==> src/rtl/bcd_xarith_pkg.sv <==
package bcd_xarith_pkg;
  typedef enum logic [1:0] {
    OP_ADD = 2'b00,
    OP_SUB = 2'b01,
    OP_NEG = 2'b10,
    OP_RSV = 2'b11
  } bcd_op_e;
endpackage

==> src/rtl/bcd_digit_cell.sv <==
// One decimal digit: binary add/subtract then decimal correction by 6.
module bcd_digit_cell (
  input  logic       sub_mode,
  input  logic [3:0] a,
  input  logic [3:0] b,
  input  logic       cin,
  output logic [3:0] y,
  output logic       cout
);
  logic [4:0] raw;

  always_comb begin
    if (sub_mode) begin
      raw  = {1'b0, a} - {1'b0, b} - {4'b0, cin};
      cout = raw[4];
      y    = raw[4] ? (raw[3:0] - 4'd6) : raw[3:0];
    end else begin
      raw  = {1'b0, a} + {1'b0, b} + {4'b0, cin};
      cout = (raw > 5'd9);
      y    = cout ? (raw[3:0] + 4'd6) : raw[3:0];
    end
  end
endmodule

==> src/rtl/bcd_digit_chain.sv <==
// Ripple of digit cells; carry/borrow travels low digit to high digit.
module bcd_digit_chain #(
  parameter int NDIGITS = 2
) (
  input  logic                   sub_mode,
  input  logic [4*NDIGITS-1:0]   a,
  input  logic [4*NDIGITS-1:0]   b,
  input  logic                   cin,
  output logic [4*NDIGITS-1:0]   y,
  output logic                   cout
);
  logic [NDIGITS:0] carry;

  assign carry[0] = cin;

  for (genvar g = 0; g < NDIGITS; g++) begin : g_digit
    bcd_digit_cell u_cell (
      .sub_mode (sub_mode),
      .a        (a[4*g +: 4]),
      .b        (b[4*g +: 4]),
      .cin      (carry[g]),
      .y        (y[4*g +: 4]),
      .cout     (carry[g+1])
    );
  end

  assign cout = carry[NDIGITS];
endmodule

==> src/rtl/bcd_xarith_flags.sv <==
// X/Z/C state: load has priority, Z only ever cleared by an update.
module bcd_xarith_flags (
  input  logic clk,
  input  logic rst_n,
  input  logic ld_en,
  input  logic ld_x,
  input  logic ld_z,
  input  logic upd_en,
  input  logic carry,
  input  logic res_zero,
  output logic x_q,
  output logic z_q,
  output logic c_q
);
  logic x_d, z_d, c_d;
  logic flag_en;

  always_comb begin
    x_d = x_q;
    z_d = z_q;
    c_d = c_q;
    if (ld_en) begin
      x_d = ld_x;
      z_d = ld_z;
      c_d = 1'b0;
    end else if (upd_en) begin
      x_d = carry;
      c_d = carry;
      z_d = z_q & res_zero;
    end
  end

  assign flag_en = ld_en | upd_en;

  always_ff @(posedge clk or negedge rst_n) begin
    if (!rst_n) begin
      x_q <= 1'b0;
      z_q <= 1'b1;
      c_q <= 1'b0;
    end else if (flag_en) begin
      x_q <= x_d;
      z_q <= z_d;
      c_q <= c_d;
    end
  end
endmodule

==> src/rtl/bcd_xarith.sv <==
module bcd_xarith
  import bcd_xarith_pkg::*;
#(
  parameter int NDIGITS = 2
) (
  input  logic                 clk,
  input  logic                 rst_n,
  input  logic                 op_valid,
  input  logic [1:0]           op_code,
  input  logic [4*NDIGITS-1:0] src_bcd,
  input  logic [4*NDIGITS-1:0] dst_bcd,
  input  logic                 flag_ld,
  input  logic                 flag_ld_x,
  input  logic                 flag_ld_z,
  output logic                 res_valid,
  output logic [4*NDIGITS-1:0] res_bcd,
  output logic                 x_flag,
  output logic                 z_flag,
  output logic                 c_flag
);
  localparam int W = 4 * NDIGITS;

  bcd_op_e        op;
  logic           accept;
  logic           sub_mode;
  logic [W-1:0]   opa, opb;
  logic [W-1:0]   sum;
  logic           carry;
  logic           vld_d;
  logic [W-1:0]   res_d;

  assign op = bcd_op_e'(op_code);

  // operand steering: negate is subtract from zero
  always_comb begin
    accept   = op_valid & ~flag_ld & (op != OP_RSV);
    sub_mode = (op != OP_ADD);
    opa      = dst_bcd;
    opb      = src_bcd;
    if (op == OP_NEG) begin
      opa = '0;
      opb = dst_bcd;
    end
  end

  bcd_digit_chain #(.NDIGITS(NDIGITS)) u_chain (
    .sub_mode (sub_mode),
    .a        (opa),
    .b        (opb),
    .cin      (x_flag),
    .y        (sum),
    .cout     (carry)
  );

  bcd_xarith_flags u_flags (
    .clk      (clk),
    .rst_n    (rst_n),
    .ld_en    (flag_ld),
    .ld_x     (flag_ld_x),
    .ld_z     (flag_ld_z),
    .upd_en   (accept),
    .carry    (carry),
    .res_zero (sum == '0),
    .x_q      (x_flag),
    .z_q      (z_flag),
    .c_q      (c_flag)
  );

  always_comb begin
    vld_d = accept;
    res_d = accept ? sum : res_bcd;
  end

  always_ff @(posedge clk or negedge rst_n) begin
    if (!rst_n) begin
      res_valid <= 1'b0;
      res_bcd   <= '0;
    end else begin
      res_valid <= vld_d;
      if (accept) res_bcd <= res_d;
    end
  end
endmodule

==> config.mk <==
export PLATFORM = sky130hd
export DESIGN_NAME = bcd_xarith
export DESIGN_NICKNAME = d
export VERILOG_FILES = /design/src/rtl/bcd_xarith_pkg.sv /design/src/rtl/bcd_digit_cell.sv /design/src/rtl/bcd_digit_chain.sv /design/src/rtl/bcd_xarith_flags.sv /design/src/rtl/bcd_xarith.sv
export SDC_FILE = /design/constraint.sdc
export NUM_CORES = 1
export LEC_CHECK = 0
export BUFFER_PORTS_ARGS = -buffer_cell sky130_fd_sc_hd__buf_2
export CAP_MARGIN = 30
export CORE_MARGIN = 5
export CORE_UTILIZATION = 53
export CTS_CLUSTER_DIAMETER = 60
export DETAILED_ROUTE_END_ITERATION = 6
export GPL_ROUTABILITY_DRIVEN = 0
export PLACE_DENSITY_LB_ADDON = 0.1
export SYNTH_ARGS = -nofsm -noshare
export SYNTH_HDL_FRONTEND = slang
export SYNTH_SLANG_ARGS = --single-unit
==> constraint.sdc <==
create_clock -name clk -period 5.7 [get_ports clk]
set_input_delay 1.71 -clock clk [delete_from_list [all_inputs] [get_ports clk]]
set_output_delay 1.71 -clock clk [all_outputs]
set_load 0.005 [all_outputs]
==> results of run 1 <==
layer usage:
layer / track usage / wire length [µm] / share of wire / vias to the layer above
li1: - / - / - / 917
met1: 0.266 / 2050 / 0.42 / 868
met2: 0.387 / 2540 / 0.53 / 47
met3: 0.0236 / 203 / 0.042 / 5
met4: 0.0558 / 45 / 0.0093 / 0
met5: 0 / 0 / 0 / -
flip-flops by register name (all words and copies together), names as in the netlist:
signal	cells
u_flags.c_q	1
res_valid	1
u_flags.x_q	1
u_flags.z_q	1
res_bcd	8
path summary, 6_finish.rpt:
path / startpoint / end / cells past startpoint
setup reg to reg: u_flags.x_q / u_flags.z_q / 19
hold reg to reg: res_bcd[7] / res_bcd[7] / 2
min in group asynchronous: rst_n / res_bcd[3] / 1
hold / removal: res_bcd[7] / res_bcd[7] / 2
max in group asynchronous: rst_n / u_flags.z_q / 1
setup / recovery: op_code[0] / u_flags.z_q / 24
cell usage after synthesis, types with 3 or more instances:
| cell type | count |
|---|---|
| nand2b_1 | 6 |
| nand2_1 | 42 |
| o21a_1 | 6 |
| and2_1 | 4 |
| xor2_1 | 3 |
| nor2_1 | 9 |
| a21o_1 | 3 |
| dfrtp_1 | 11 |
| fa_1 | 6 |
| clkbuf_1 | 5 |
| a31oi_1 | 3 |
| or2_1 | 3 |
| nor3_1 | 5 |
| ha_1 | 20 |
| a311oi_1 | 3 |
| o211ai_1 | 3 |
| xnor2_1 | 10 |
| a21oi_1 | 8 |
| inv_1 | 20 |
| o21bai_1 | 3 |
| mux2_2 | 3 |
| o21ai_1 | 7 |
| mux2i_1 | 3 |
where the power goes:
group	switching [mW]	internal (mW)	total, mW
Sequential	0.0126	0.110	0.123
Clock	0.0287	0.0389	0.0676
Combinational	0.250	0.278	0.528
cell usage in the layout, fill, tap and decap left out, types with 4 or more instances in the layout:
| cell type | n |
|---|---|
| buf_4 | 49 |
| o21ai_1 | 6 |
| a21oi_2 | 4 |
| nand2_1 | 41 |
| ha_1 | 15 |
| dfrtp_1 | 11 |
| nor2_1 | 7 |
| nor3_1 | 5 |
| buf_2 | 33 |
| fa_2 | 5 |
| ha_2 | 4 |
| xnor2_1 | 6 |
| inv_1 | 19 |
| o21a_1 | 6 |
final cells by class:
| class | count | area share |
|---|---|---|
| multi-input cells | 177 | 0.587 |
| repair buffers | 85 | 0.225 |
| flip-flops and latches | 12 | 0.119 |
| inverters | 22 | 0.0326 |
| well taps | 44 | 0.0217 |
| clock buffers | 4 | 0.0143 |
worst register-to-register path, stage by stage (launching register included):
cell       delay [ns]
dfrtp_1          0.45
xnor2_1          0.16
ha_1             0.20
a21o_1           0.20
fa_2             0.38
nand2b_1         0.17
a21oi_2          0.17
xnor2_2          0.10
a21oi_2          0.16
buf_4            0.13
fa_2             0.18
inv_2            0.05
fa_1             0.39
nand2b_4         0.17
a22o_1           0.23
nor2_2           0.14
mux2_2           0.37
a21oi_2          0.19
o2111ai_2        0.15
o31ai_2          0.23
timing repair:
action	CTS	global route
setup endpoints to repair	5	5
pin swaps	17	11
setup buffers	5	6
gates cloned	0	0
gates resized for setup	8	11
per-stage QoR:
| stage | instances | area, µm² |
|---|---|---|
| after floorplan | 218 | 1840 |
| after global placement | 330 | 2340 |
| after detailed placement | 330 | 2340 |
| after CTS | 338 | 2430 |
| after global routing | 344 | 2530 |
| final | 344 | 2530 |
logic make-up after synthesis:
kind of cell | Yosys count | synth area share
buffers and inverters | 29 | 0.0667
and+or+nand+nor | 82 | 0.226
AOI/OAI and AO/OA | 50 | 0.210
muxes | 6 | 0.0374
xor gates and xnor gates | 13 | 0.0667
DFF | 12 | 0.177
adders and majority gates | 26 | 0.217
==> flow_summary.yaml, run 1 <==
run_status:
  status: "finished with violations"
  violations: "negative setup slack"
die:
  dieWidth_um: 66.7
  dieArea_mm2: 0.00445
  rows: 20
  start_util: 0.554
  die-height_um: 66.7
  core_area_mm2: 0.00308
  io_pins: 36
sta:
  min_period_ns: 5.74
  final-hold-violation-count: 0
  finClkSkew_ns: 0.000172
  rsz0062_at_grt: "yes"
  slew_headroom: 0.663
  fin_setup_tns_ns: -0.0433
  slew_viol_final: 0
  fmax_ghz: 0.174
  fin_crit_sh: 1.01
  setup_viol: 2
  fin_ws_ns: -0.0396
  worstMarginPinSlew_ns: 0.505
  timing.hold.ws_ns: 0.486
global_routing:
  grt_max_degree: 15
  grt-ovfl-total: 0
  antenna_found_initial: 0
  grt_pass1_vias: 1717
  grt_pass1_wl_um: 7470
  grt_use_total: 0.214
synth:
  netlist_area_mm2: 0.00171
  synth_nets: 268
  syn_area_per_cell_um2: 7.83
  yosys-top-cells-area: "dfrtp_1 (16%), ha_1 (15%), nand2_1 (9.2%), fa_1 (7.0%), xnor2_1 (5.1%)"
  synth_seq_cells: 12
  ys_warn_count: 0
  seq_area_frac_synth: 0.177
  synth_cell_types: 49
  synth_ff_type: "dfrtp_1"
  synth.largest_area_cell: "dfrtp_1"
  syn_inst: 218
  synthArstFlopShare: 1.00
  synth.top_cell.area_share: 0.161
  synth_edf_count: 0
detailed_routing:
  vias: 1837
  avgRoutedWirePerCell_um: 14.1
  drt_iter0_drc: 98
  drc_errors: 0
  drtPass1Iterations: 4
  antenna_left: 0
  drt_wl_total_um: 4840
  routed_via_density: 5.34
critical_path:
  r2r_slack_ns: 1.44
  required_ns: 5.90
  critical_path_arrival_ns: 5.94
  crit_family: "adder cells"
  critPathBufInv: 3
  startpoint_type: "input port"
  crit_fanout: 3
  crit_path_cell_trace: "buf_8, nand2b_4, and2_4, xor2_1, ha_2, a21oi_2, fa_2, xnor2_4, ha_4, nand2b_4, a41oi_2, and2_1, a21oi_2, buf_4, fa_2, inv_2, fa_1, nand2b_4, a22o_1, nor2_2, mux2_2, a21oi_2, o2111ai_2, o31ai_2"
  critPathMaxStageDelay_ns: 0.40
  crit_type: "input port to flip-flop"
  crit_slowest_cell: "fa_2"
  setup.worst_path.end_class: "flip-flop"
cts:
  clk-insertion-delay-late_ns: 0.28
  cts_root_buf: "clkbuf_4"
  clockBufferDepth: 2
  numCtsBuffers: 3
  cts_hold_buf: 0
  cts_tree: "done"
  clkSlewWorstSetupHoldPaths_ns: 0.07
  cts.sinks: 12
  htree_levels: 1
layout:
  layout.nets: 351
  seq_area_um2: 302
  drive_gt1_frac: 0.450
  n_antenna_cell: 0
  utilization: 0.823
  multi_input_area_mm2: 0.00149
  synthToLayoutAreaGrowth_pct: 48.5
  nFillCells: 212
power:
  powerDensity_mw_per_mm2: 283
  vdd_ir_drop_max_uv: 119
  p_leak_nw: 1.31
  power.total_uw: 718
flow_run:
  drv_cap: 0
worst_hold_path:
  hp-class: "flip-flop to flip-flop"
placement:
  pre_cts_ws_ns: -0.362
  port_buffers: 35
  dp_hpwl_um: 3570
No activity file was read; power rests on OpenSTA's default activity.
==> inputs of run 2 (changes only) <==
--- a/config.mk
+++ b/config.mk
@@ -13,6 +13,7 @@
 export DETAILED_ROUTE_END_ITERATION = 6
 export GPL_ROUTABILITY_DRIVEN = 0
 export PLACE_DENSITY_LB_ADDON = 0.1
+export REMOVE_ABC_BUFFERS = 1
 export SYNTH_ARGS = -nofsm -noshare
 export SYNTH_HDL_FRONTEND = slang
 export SYNTH_SLANG_ARGS = --single-unit
==> flow_summary.yaml, run 2 (synthesis gave the netlist of run 1 again) <==
power:
  powerDensity_mw_per_mm2: 320
  combPwrFrac: 0.782
  p_leak_nw: 1.42
  vdd_ir_drop_max_uv: 159
  p_clk_frac: 0.077
  swShare: 0.450
  sequentialPowerShare: 0.141
  internal-power_uw: 503
  switching_power_uw: 411
die:
  dieWidth_um: 66.7
  rows: 20
  core_area_mm2: 0.00308
  die-height_um: 66.7
  dieArea_mm2: 0.00445
  io_pins: 36
  start_util: 0.554
cts:
  clockBufferDepth: 2
  cts_hold_buf: 0
  clk-insertion-delay-late_ns: 0.28
  htree_levels: 1
  clkSlewWorstSetupHoldPaths_ns: 0.08
  cts_root_buf: "clkbuf_4"
  cts.sinks: 12
  numCtsBuffers: 3
  cts_tree: "done"
detailed_routing:
  drt_iter0_drc: 327
  drc_errors: 0
  antenna_left: 0
  drtPass1Iterations: 6
  routed_via_density: 6.49
  drt_wl_total_um: 8030
  vias: 2322
  avgRoutedWirePerCell_um: 22.4
placement:
  dp_hpwl_um: 3500
  port_buffers: 35
  numPlacedInstances: 325
  placed_area_mm2: 0.00217
layout:
  n_antenna_cell: 0
  seq_area_um2: 302
  largest_reg_flops: 8
  synthToLayoutAreaGrowth_pct: 67.7
  final_common_cell: "buf_4"
  drive_gt1_frac: 0.532
  nFillCells: 111
  fin_cells: 358
  multi_input_area_mm2: 0.00169
  fin_area_mm2: 0.00286
  final_cell_mix: "buf_4 (57), nand2_1 (39), buf_2 (33)"
  layout.nets: 365
  top_register: "res_bcd"
sta:
  rsz0062_at_grt: "yes"
  worstMarginPinSlew_ns: 0.649
  slew_viol_final: 0
  setup_viol: 7
  timing.hold.ws_ns: 0.498
  final-hold-violation-count: 0
  finClkSkew_ns: 0.00566
  fin_ws_ns: -0.264
  min_period_ns: 5.96
  fmax_ghz: 0.168
  fin_crit_sh: 1.05
  slew_headroom: 0.564
global_routing:
  grt_pass1_wl_um: 9880
  grt_use_total: 0.289
  grt-ovfl-total: 0
  antenna_found_initial: 0
  grt_pass1_vias: 2120
  grt_max_degree: 19
critical_path:
  r2r_slack_ns: 1.22
  timing.rr.start: "u_flags.x_q"
  rr_worst_depth: 20
  setup.worst_path.end_class: "flip-flop"
  startpoint_type: "input port"
  crit_fanout: 3
  reg2reg_to: "u_flags.z_q"
  cp-startpoint: "op_code[0]"
  critical_path_arrival_ns: 6.15
  crit_type: "input port to flip-flop"
  required_ns: 5.89
run_status:
  violations: "negative setup slack"
  status: "finished with violations"
worst_hold_path:
  holdCritStartpoint: "res_bcd[6]"
  min_to: "res_bcd[6]"
  min_path_cells: 1
  hp-class: "flip-flop to flip-flop"
flow_run:
  drv_cap: 0
-- run 2: cell count changes in the layout (fill, tap and decap cells not counted), sizes merged --
| cell | delta |
|---|---|
| buf | +14 |
-- run 2: through the flow --
step,setup TNS (ns),power [mW],setup WS [ns],util
global route,-2.38,0.948,-0.482,0.930
detailed placement,-3.25,0.540,-0.664,0.704
finish,-1.28,0.915,-0.264,0.930
floorplan,-3.37,0.384,-0.804,-
global placement,-2.55,0.528,-0.536,0.704
CTS,-0.0112,0.735,-0.0112,0.863
-- run 2: worst max path at each step --
stage,end,slack [ns],cells past startpoint
after global routing,u_flags.z_q,-0.48,23
after floorplan,u_flags.z_q,-0.80,22
after global placement,u_flags.z_q,-0.54,23
after detailed placement,u_flags.z_q,-0.66,23
final,u_flags.z_q,-0.26,24
after CTS,u_flags.z_q,-0.01,23
-- run 2: layer usage --
metal	routed length, µm	share of wire	vias up	global-route usage
li1	-	-	941	-
met1	2720	0.34	1072	0.349
met2	3710	0.46	217	0.530
met3	829	0.10	92	0.0388
met4	769	0.096	0	0.0761
met5	0	0	-	0
-- run 2: power by group through the flow --
stage	sequential, mW	combinational, mW	clock [mW]
after floorplan	0.127	0.257	0
after global placement	0.123	0.405	0
after detailed placement	0.124	0.416	0
after CTS	0.122	0.545	0.0679
after global routing	0.129	0.747	0.0718
final	0.129	0.715	0.0704
-- run 2: worst max-delay path: stages --
cell      delay, ns
buf_6          0.09
nand2b_4       0.14
and2_4         0.17
xor2_2         0.15
ha_2           0.19
buf_4          0.13
buf_4          0.13
or3_4          0.33
a31oi_4        0.20
or3_4          0.17
a41oi_2        0.14
and2_4         0.20
a21oi_4        0.13
inv_2          0.05
fa_2           0.36
fa_2           0.39
xnor2_2        0.16
buf_4          0.17
nand3b_1       0.19
nor2_1         0.09
o21a_1         0.22
nor4_2         0.25
o221ai_2       0.15
o31ai_2        0.23
-- run 2: what timing repair did --
| item | in CTS | in global routing |
|---|---|---|
| buffers inserted | 22 | 9 |
| pin swaps | 28 | 27 |
| gates resized for setup | 57 | 27 |
| setup endpoints to repair | 6 | 8 |
-- run 2: area by class of cell --
class                      instances  area share
sequential                        12       0.105
inverter                          22      0.0289
tap                               44      0.0192
clock buffer                       4      0.0127
multi-input combinational        177       0.591
timing repair buffer              99       0.243
==> inputs of run 3 (changes only) <==
--- a/config.mk
+++ b/config.mk
@@ -14,6 +14,7 @@
 export GPL_ROUTABILITY_DRIVEN = 0
 export PLACE_DENSITY_LB_ADDON = 0.1
 export REMOVE_ABC_BUFFERS = 1
+export SKIP_CTS_REPAIR_TIMING = 1
 export SYNTH_ARGS = -nofsm -noshare
 export SYNTH_HDL_FRONTEND = slang
 export SYNTH_SLANG_ARGS = --single-unit
==> flow_summary.yaml, run 3 (synthesis gave the netlist of run 1 again) <==
detailed_routing:
  drt_iter0_drc: 164
  drt_wl_total_um: 5760
  drtPass1Iterations: 4
  drc_errors: 0
  routed_via_density: 5.60
  vias: 1904
  avgRoutedWirePerCell_um: 16.9
  antenna_left: 0
global_routing:
  top_usage_layer: "met2"
  grt_pass1_vias: 1635
  grt_pass1_wl_um: 6760
  grt_use_total: 0.193
  grtUsageMet1: 0.244
  use_met3: 0.0219
  use_met2: 0.344
  grt_max_degree: 19
  grt-ovfl-total: 0
  antenna_found_initial: 0
sta:
  fmax_ghz: 0.168
  fin_crit_sh: 1.04
  slew_headroom: 0.623
  finClkSkew_ns: 0.00208
  min_period_ns: 5.94
  fin_ws_ns: -0.241
  fin_setup_tns_ns: -0.721
  setup_viol: 5
  timing.hold.ws_ns: 0.486
  rsz0062_at_grt: "yes"
  slew_viol_final: 0
  final-hold-violation-count: 0
  worstMarginPinSlew_ns: 0.566
cts:
  clockBufferDepth: 2
  cts_root_buf: "clkbuf_4"
  clk-insertion-delay-late_ns: 0.28
  numCtsBuffers: 3
  cts_tree: "done"
  htree_levels: 1
  cts.sinks: 12
  clkSlewWorstSetupHoldPaths_ns: 0.08
power:
  p_leak_nw: 1.32
  powerDensity_mw_per_mm2: 293
  internal-power_uw: 449
  p_clk_frac: 0.089
  vdd_ir_drop_max_uv: 144
  combPwrFrac: 0.755
  sequentialPowerShare: 0.156
  swShare: 0.427
  switching_power_uw: 335
  power.total_uw: 785
critical_path:
  startpoint_type: "input port"
  critical_path_arrival_ns: 6.14
  rr_worst_depth: 18
  required_ns: 5.90
  crit_fanout: 3
  critPathMaxStageDelay_ns: 0.44
  crit_path_frequent_cell: "fa_2"
  crit_path_cell_trace: "buf_6, nand2b_4, and2_4, xor2_1, ha_2, a21oi_2, fa_2, xnor2_2, buf_4, nand3_4, a41oi_2, and2_1, a21oi_2, inv_1, fa_2, fa_2, xnor2_2, ha_2, buf_6, o21a_1, nor4_2, o221ai_2, o31ai_2"
  crit_type: "input port to flip-flop"
  setup.worst_path.end_class: "flip-flop"
  crit_slowest_cell: "fa_2"
die:
  dieArea_mm2: 0.00445
  die-height_um: 66.7
  io_pins: 36
  core_area_mm2: 0.00308
  dieWidth_um: 66.7
  start_util: 0.554
  rows: 20
layout:
  synthToLayoutAreaGrowth_pct: 56.7
  final_cell_mix: "buf_4 (39), nand2_1 (38), buf_2 (33)"
  fin_cells: 340
  utilization: 0.869
  largest_reg_flops: 8
  layout.nets: 347
  top_register: "res_bcd"
  final_common_cell: "buf_4"
  drive_gt1_frac: 0.497
  n_antenna_cell: 0
flow_run:
  drv_cap: 0
placement:
  port_buffers: 35
  dp_hpwl_um: 3500
  numPlacedInstances: 325
run_status:
  status: "finished with violations"
  violations: "negative setup slack"
worst_hold_path:
  min_path_cells: 2
  hp-class: "flip-flop to flip-flop"
## run 3: changes by cell type in the layout (fill, tap and decap cells not counted), moves of 2 or more
cell / change
buf_8: +2
buf_6: -2
a21oi_2: +2
xnor2_4: -2
xnor2_2: +2
buf_4: -18
## run 3: worst max-delay path, delay by kind of cell
kind | cells | cell delay (ns)
simple gates | 5 | 0.87
buf+inv | 4 | 0.45
xor+xnor | 3 | 0.51
fa+ha+maj | 5 | 1.66
compound gates | 6 | 0.91
## run 3: power by group through the flow
stage	sequential [mW]	clock [mW]	combinational, mW
final	0.123	0.0696	0.592
after global routing	0.125	0.0730	0.634
after CTS	0.122	0.0679	0.418
after detailed placement	0.124	0	0.416
after global placement	0.123	0	0.405
after floorplan	0.127	0	0.257
## run 3: final cells by class
class | count | area (µm²)
multi-input combinational | 177 | 1630
clock buffer | 4 | 36.3
sequential | 12 | 302
tap | 44 | 55.1
fill | 169 | 404
inverter | 22 | 82.6
timing repair buffer | 81 | 567
## run 3: routing by layer
layer  part of all wire  vias to the layer above  routed length [µm]
met2               0.51                       80                2930
met3              0.055                       15                 316
met5                  0                        -                   0
met4              0.023                        0                 131
li1                   -                      913                   -
met1               0.41                      896                2380
## run 3: stage by stage
stage	area, µm²	setup slack [ns]
after global placement	2170	-0.536
after global routing	2670	-0.403
after detailed placement	2170	-0.664
after floorplan	1680	-0.804
after CTS	2200	-0.397
final	2670	-0.241
## run 3: final timing paths
kind | slack [ns] | startpoint | to
min reg2reg | 0.49 | res_bcd[3] | res_bcd[3]
max | -0.24 | op_code[0] | u_flags.z_q
min in group asynchronous | 1.29 | rst_n | res_bcd[5]
min | 0.49 | res_bcd[3] | res_bcd[3]
max in group asynchronous | 4.14 | rst_n | u_flags.z_q
max reg2reg | 1.25 | u_flags.x_q | u_flags.z_q
